<file path="config.mk">
export PLATFORM = sky130hd
export DESIGN_NAME = tourney_dir_pred
export DESIGN_NICKNAME = d
export VERILOG_FILES = /design/src/rtl/tdp_pkg.sv /design/src/rtl/tdp_ctr_table.sv /design/src/rtl/tdp_ghist.sv /design/src/rtl/tourney_dir_pred.sv
export SDC_FILE = /design/constraint.sdc
export NUM_CORES = 2
export LEC_CHECK = 0
export ABC_AREA = 1
export BUFFER_PORTS_ARGS = -buffer_cell sky130_fd_sc_hd__buf_4
export CAP_MARGIN = 20
export CELL_PAD_IN_SITES_DETAIL_PLACEMENT = 0
export CELL_PAD_IN_SITES_GLOBAL_PLACEMENT = 1
export CORE_MARGIN = 2
export CORE_UTILIZATION = 40
export CTS_CLUSTER_DIAMETER = 50
export DETAILED_ROUTE_END_ITERATION = 12
export PLACE_DENSITY_LB_ADDON = 0.1
export SYNTH_ARGS = -nofsm -noshare
export SYNTH_HDL_FRONTEND = slang
export SYNTH_SLANG_ARGS = --single-unit
</file>
<file path="constraint.sdc">
create_clock -name clk -period 8.2 [get_ports clk]
set_input_delay 0 -clock clk [delete_from_list [all_inputs] [get_ports clk]]
set_output_delay 0 -clock clk [all_outputs]
set_load 0.1 [all_outputs]
</file>
<file path="src/rtl/tdp_pkg.sv">
// Shared types and helpers for the tournament direction predictor.
// Assumes nothing beyond a two-bit counter encoding: 0,1 predict not-taken
// and 2,3 predict taken.
package tdp_pkg;

    typedef logic [1:0] ctr2_t;

    localparam ctr2_t CTR_STRONG_NT = 2'd0;
    localparam ctr2_t CTR_WEAK_NT   = 2'd1;
    localparam ctr2_t CTR_WEAK_T    = 2'd2;
    localparam ctr2_t CTR_STRONG_T  = 2'd3;

    // Move a counter one step toward the direction given, saturating at both ends.
    function automatic ctr2_t ctr_step(input ctr2_t cur, input logic up);
        ctr2_t nxt;
        nxt = cur;
        if (up && cur != CTR_STRONG_T)
            nxt = cur + 2'd1;
        else if (!up && cur != CTR_STRONG_NT)
            nxt = cur - 2'd1;
        return nxt;
    endfunction

    // Direction a counter stands for.
    function automatic logic ctr_says_taken(input ctr2_t cur);
        return cur[1];
    endfunction

endpackage

</file>
<file path="src/rtl/tdp_ctr_table.sv">
// Table of 2**IDX_W two-bit saturating counters, with one asynchronous read
// port and one write port that steps a single entry up or down per cycle.
// Assumes at most one training write per cycle. Every entry returns to
// RST_VAL on a synchronous active-low reset.
module tdp_ctr_table #(
    parameter int            IDX_W   = 8,
    parameter tdp_pkg::ctr2_t RST_VAL = 2'd1
) (
    input  logic                 clk,
    input  logic                 rst_n,
    input  logic [IDX_W-1:0]     rd_idx,
    output tdp_pkg::ctr2_t       rd_ctr,
    input  logic                 wr_en,
    input  logic [IDX_W-1:0]     wr_idx,
    input  logic                 wr_up
);
    import tdp_pkg::*;

    localparam int DEPTH = 1 << IDX_W;

    ctr2_t mem [DEPTH];

    // Reset every entry, or step the addressed entry toward the outcome.
    always_ff @(posedge clk) begin
        if (!rst_n) begin
            for (int i = 0; i < DEPTH; i++)
                mem[i] <= RST_VAL;
        end else if (wr_en) begin
            mem[wr_idx] <= ctr_step(mem[wr_idx], wr_up);
        end
    end

    // Lookup is combinational so the prediction is ready in the fetch cycle.
    assign rd_ctr = mem[rd_idx];

    // upward training at the top leaves the entry at the top.
    a_r2_sat_high: assert property (@(posedge clk) disable iff (!rst_n)
        (wr_en && wr_up && mem[wr_idx] == CTR_STRONG_T)
        |=> (mem[$past(wr_idx)] == CTR_STRONG_T));

    // downward training at the bottom leaves the entry at the bottom.
    a_r2_sat_low: assert property (@(posedge clk) disable iff (!rst_n)
        (wr_en && !wr_up && mem[wr_idx] == CTR_STRONG_NT)
        |=> (mem[$past(wr_idx)] == CTR_STRONG_NT));

    // with no write, the entry being looked up keeps its value.
    a_r8_hold_unwritten: assert property (@(posedge clk) disable iff (!rst_n)
        (!wr_en) |=> (mem[$past(rd_idx)] == $past(mem[rd_idx])));

endmodule

</file>
<file path="src/rtl/tdp_ghist.sv">
// Global outcome history shift register. Each resolution shifts the outcome
// into bit 0, and the oldest outcome falls off the top.
// Assumes HIST_W >= 2.
module tdp_ghist #(
    parameter int HIST_W = 8
) (
    input  logic              clk,
    input  logic              rst_n,
    input  logic              shift_en,
    input  logic              shift_bit,
    output logic [HIST_W-1:0] hist
);

    // Clear on reset, or shift one resolved outcome in.
    always_ff @(posedge clk) begin
        if (!rst_n)
            hist <= '0;
        else if (shift_en)
            hist <= {hist[HIST_W-2:0], shift_bit};
    end

    // a resolution brings its outcome into bit 0 and moves older bits up.
    a_r4_shift_in: assert property (@(posedge clk) disable iff (!rst_n)
        shift_en |=> (hist[0] == $past(shift_bit)
                      && hist[HIST_W-1:1] == $past(hist[HIST_W-2:0])));

    // without a resolution the history holds.
    a_r4_hold: assert property (@(posedge clk) disable iff (!rst_n)
        !shift_en |=> $stable(hist));

endmodule

</file>
<file path="src/rtl/tourney_dir_pred.sv">
// Tournament conditional-branch direction predictor.
// Lookup: the address indexes the simple table and the chooser directly, and
// indexes the correlated table after an XOR with the zero-extended history.
// All three reads are combinational.
// Resolution: both components train toward the outcome. The chooser steps
// only when the recorded guesses differ. The history then shifts in the
// outcome. The correlated write index uses the history as it stands at
// resolution.
// Assumes 2 <= HIST_W <= IDX_W and at most one resolution per cycle.
module tourney_dir_pred #(
    parameter int IDX_W  = 8,
    parameter int HIST_W = 8
) (
    input  logic             clk,
    input  logic             rst_n,
    input  logic [IDX_W-1:0] lk_pc,
    output logic             lk_taken,
    output logic             lk_use_corr,
    output logic             lk_simple_pred,
    output logic             lk_corr_pred,
    input  logic             rs_valid,
    input  logic [IDX_W-1:0] rs_pc,
    input  logic             rs_taken,
    input  logic             rs_simple_pred,
    input  logic             rs_corr_pred
);
    import tdp_pkg::*;

    localparam int PAD_W = IDX_W - HIST_W;

    logic [HIST_W-1:0] hist;
    logic [IDX_W-1:0]  hist_ext;
    logic [IDX_W-1:0]  lk_corr_idx;
    logic [IDX_W-1:0]  rs_corr_idx;
    ctr2_t             simple_ctr;
    ctr2_t             corr_ctr;
    ctr2_t             choose_ctr;
    logic              choose_wr;
    logic              choose_up;

    // Zero-extend the history to the index width when it is shorter.
    generate
        if (PAD_W > 0) begin : g_pad
            assign hist_ext = {{PAD_W{1'b0}}, hist};
        end else begin : g_nopad
            assign hist_ext = hist;
        end
    endgenerate

    // Correlated-table indices for the lookup and training ports.
    always_comb begin
        lk_corr_idx = lk_pc ^ hist_ext;
        rs_corr_idx = rs_pc ^ hist_ext;
    end

    // The chooser moves only on disagreement, toward the component that was right.
    always_comb begin
        choose_wr = rs_valid && (rs_simple_pred != rs_corr_pred);
        choose_up = (rs_corr_pred == rs_taken);
    end

    tdp_ghist #(.HIST_W(HIST_W)) u_hist (
        .clk       (clk),
        .rst_n     (rst_n),
        .shift_en  (rs_valid),
        .shift_bit (rs_taken),
        .hist      (hist)
    );

    tdp_ctr_table #(.IDX_W(IDX_W), .RST_VAL(CTR_WEAK_NT)) u_simple (
        .clk    (clk),
        .rst_n  (rst_n),
        .rd_idx (lk_pc),
        .rd_ctr (simple_ctr),
        .wr_en  (rs_valid),
        .wr_idx (rs_pc),
        .wr_up  (rs_taken)
    );

    tdp_ctr_table #(.IDX_W(IDX_W), .RST_VAL(CTR_WEAK_NT)) u_corr (
        .clk    (clk),
        .rst_n  (rst_n),
        .rd_idx (lk_corr_idx),
        .rd_ctr (corr_ctr),
        .wr_en  (rs_valid),
        .wr_idx (rs_corr_idx),
        .wr_up  (rs_taken)
    );

    tdp_ctr_table #(.IDX_W(IDX_W), .RST_VAL(CTR_STRONG_NT)) u_choose (
        .clk    (clk),
        .rst_n  (rst_n),
        .rd_idx (lk_pc),
        .rd_ctr (choose_ctr),
        .wr_en  (choose_wr),
        .wr_idx (rs_pc),
        .wr_up  (choose_up)
    );

    // Turn the counters into guesses and select the final prediction.
    always_comb begin
        lk_simple_pred = ctr_says_taken(simple_ctr);
        lk_corr_pred   = ctr_says_taken(corr_ctr);
        lk_use_corr    = choose_ctr[1];
        lk_taken       = lk_use_corr ? lk_corr_pred : lk_simple_pred;
    end

    // a resolution whose guesses agree keeps this address's chooser choice.
    a_r8_choice_kept_on_agree: assert property (@(posedge clk) disable iff (!rst_n)
        (rs_valid && rs_simple_pred == rs_corr_pred && rs_pc == lk_pc)
        |=> (!$stable(lk_pc) || $stable(lk_use_corr)));

    // taken training never lowers a simple guess of taken at the same address.
    a_r6_simple_trains_up: assert property (@(posedge clk) disable iff (!rst_n)
        (rs_valid && rs_taken && rs_pc == lk_pc && lk_simple_pred)
        |=> (!$stable(lk_pc) || lk_simple_pred));

endmodule

</file>
==> metrics <==
routed wirelength normalized by instance count about 27 um; via count of the first global-routing pass about 71000; number of buffers created by CTS around 220; min Tclk post-route ~6.9 ns; residual antenna-violating net count after detailed routing 0; Leak 33.46 nW; slowest cell on the critical path buf_4; horizontal die dimension 461.1 um; Die Footprint ~0.21 sq mm; DRC violation count after routing 0; CTS sink cnt 1544; Resized cells post-CTS 0; Util after Layout between 40% and 50%; clock slew seen by the registers of the worst setup and hold paths around 0.06 ns; number of hold violations in the final report 0; area of placed instances 0.08556 sq mm; latest clock arrival within the worst-skew pair approximately 0.87 ns; final-layout worst hold slack 0.07904 ns; layout overhead on the synthesized area 11.09%; max-slew violation count 0; number of vias in the routed layout around 73000; Setup WS pre-CTS 1.550 ns; wire length after detailed routing ~330000 um; count of H-tree levels built during CTS 4; critical path endpoint category register; setup repair after global routing missed its margin no; cell with the most instances on the worst path nor2_1; number of antenna violations at the first check in global routing 16; crit path cell chain nand2_2 -> nand2_8 -> nor2_1 -> inv_2 -> buf_4 -> nor2_1 -> nor2_1 -> nand2_1 -> nand2_1 -> nand2_1 -> nor2_1 -> nor2_1 -> nor2_1 -> nand2_1 -> nor2_2 -> nand2_2 -> ha_1 -> nor2_1 -> nor2_1 -> nand3_4 -> buf_12 -> buf_4 -> nand3_1; average cell area after synthesis about 8.3 sq um; IO buf count 25; share of layout cells above drive strength 1 approximately 6.3%; Worst Hold Class primary input to register; DPL Wire Length 196200 um; data arrival time of the critical path 7.43 ns; total iterations of the first detailed-routing run 9; wire length of the first global-routing pass 483300 um; clock tree skew after final layout between 0.04 and 0.05 ns; Relative slew margins between 20% and 30%; Data required, critical path 8.75 ns; Die Height between 400 and 500 um; number of I/O pins 26; sort of element at the start of the critical path register; ratio of final minimum period to clock period between 80% and 90%; root buffer cell clkbuf_16; Core Rows around 170; Crit path largest cell delay 1.00 ns; total number of yosys warnings 0; total core area roughly 0.21 sq mm; synthesized netlist cell count 10020; class of the most critical setup path register to register; Final Total Pwr 21.96 mW; CTS Buffer Depth 3; Total Routing Usage GR 30.95%; post-synthesis sequential area ratio between 50% and 60%; worst ir drop on vdd ~230 uV; worst slew pin tran approximately 1.2 ns; setup TNS 0 ns; remaining global-route overflow 0; via-per-instance ratio between 5 and 6; crit-path max FO about 170; number of design-rule violations left by the first detailed-router iteration 9387; upper clock frequency limit approximately 150 MHz; maximum capacitance violations 0; Netlist cell types 36; CTS tree done; Power Density between 200 and 250 mW/mm^2; Initial Utilization 40.28%; Mapped Nets 10050; fill cell instance count of the final layout a little over 20000; most common cell after layout, fill and taps aside nand2_1; count of state elements after synthesis ~1500; Post-layout nets ~9700; leading cell types in the layout, fill and taps excluded 2428 x nand2_1, 2280 x nor2_1, 1536 x edfxtp_1; placer congestion estimate 0.8551; PnR worst setup slack about 1.3 ns; result of the run complete, no violations; largest net degree at the start of global routing around 180; Final Instance Count excl. Fillers approximately 13000; final setup vio count 0; cell count after placement ~12000; mapped cell area roughly 0.084 sq mm; post-route standard cell area excluding fillers just over 0.09 sq mm
[cells in the mapped netlist]
master	number	area share [%]
nor3_1	8	0.048
o21bai_1	17	0.15
buf_4	75	0.67
buf_2	252	1.5
o21ai_1	34	0.20
buf_1	37	0.17
o211ai_1	47	0.42
or2_1	10	0.075
ha_1	6	0.090
nand4_1	25	0.19
clkinv_1	3	0.013
nor2_2	9	0.067
nand2_2	7	0.052
nor2_1	2284	10
nand2_1	2438	11
a22oi_1	512	4.6
xor2_1	2	0.021
clkbuf_1	405	1.8
o22ai_1	149	1.1
xnor2_1	13	0.14
and2_1	1	0.0075
nand3b_1	1	0.0090
edfxtp_1	1536	55
xnor2_4	1	0.033
inv_1	682	3.1
a21oi_1	127	0.76
xor2_4	1	0.033
or2_2	34	0.25
o21ai_0	464	2.8
buf_6	20	0.27
inv_2	11	0.049
nand2_4	2	0.027
or2_0	8	0.060
dfxtp_1	8	0.19
and2_0	1	0.0075
nand3_1	788	4.7
[logic make-up after synthesis]
logic type,after synthesis,share of synthesized area (%)
adders and majority gates,6,0.08981
DFF,1544,55.37
and+or+nand+nor,5616,26.72
xor gates and xnor gates,17,0.2231
AOI/OAI and AO/OA,1350,10.03
buffers and inverters,1485,7.563
[worst max-delay path, delay by kind of cell, from the launching register on]
family,cells,cell delay [ns]
buffers and inverters,4,2.55
flip-flops,1,0.44
adder cells (fa/ha/maj),1,0.24
AND/OR/NAND/NOR,18,3.10
[timing repair]
item | in CTS | in global routing
setup buffers | 0 | 0
endpoints found under the hold margin | 150 | 0
endpoints found under the setup margin | 0 | 0
hold buffers | 3 | 0
[state kept, by name (all words and copies together), names as in the netlist]
signal	count
u_choose.mem	512
u_simple.mem	512
u_hist.hist	8
u_corr.mem	512
[per-layer routing]
metal / vias up / share of wire, % / global-route usage [%] / wire, um
li1: 32750 / - / - / -
met1: 36100 / 41 / 41.48 / 137000
met2: 3529 / 46 / 49.86 / 154300
met3: 680 / 8.5 / 4.797 / 28310
met4: 8 / 4.5 / 13.00 / 14970
met5: - / 0.013 / 0 / 44
[layout make-up]
cell class,instances,area [sq um],area share [%]
Timing Repair Buffer,190,1951,2.101
Sequential cell,1544,46280,49.85
Clock buffer,249,5613,6.045
Antenna cell,9,22.52,0.02426
Multi-Input combinational cell,6989,31240,33.65
Tap cell,2788,3488,3.757
Inverter,696,2635,2.838
Clock inverter,144,1617,1.741
[worst paths after layout]
check             slack [ns]           start  cells past startpoint          endpoint
hold / removal          0.08        rs_valid                      3    u_hist.hist[1]
setup / recovery        1.32  u_hist.hist[0]                     23  u_corr.mem[6][0]
hold reg to reg         0.56  u_hist.hist[6]                      2    u_hist.hist[7]
setup reg to reg        1.32  u_hist.hist[0]                     23  u_corr.mem[6][0]
[power breakdown]
part / leakage [nW] / total, mW / switching, mW / internal, mW
Sequential: 14.7 / 9.00 / 0.115 / 8.89
Combinational: 15.3 / 3.39 / 2.76 / 0.637
Clock: 3.48 / 9.56 / 3.78 / 5.79
(Power assumes the default switching activity.)
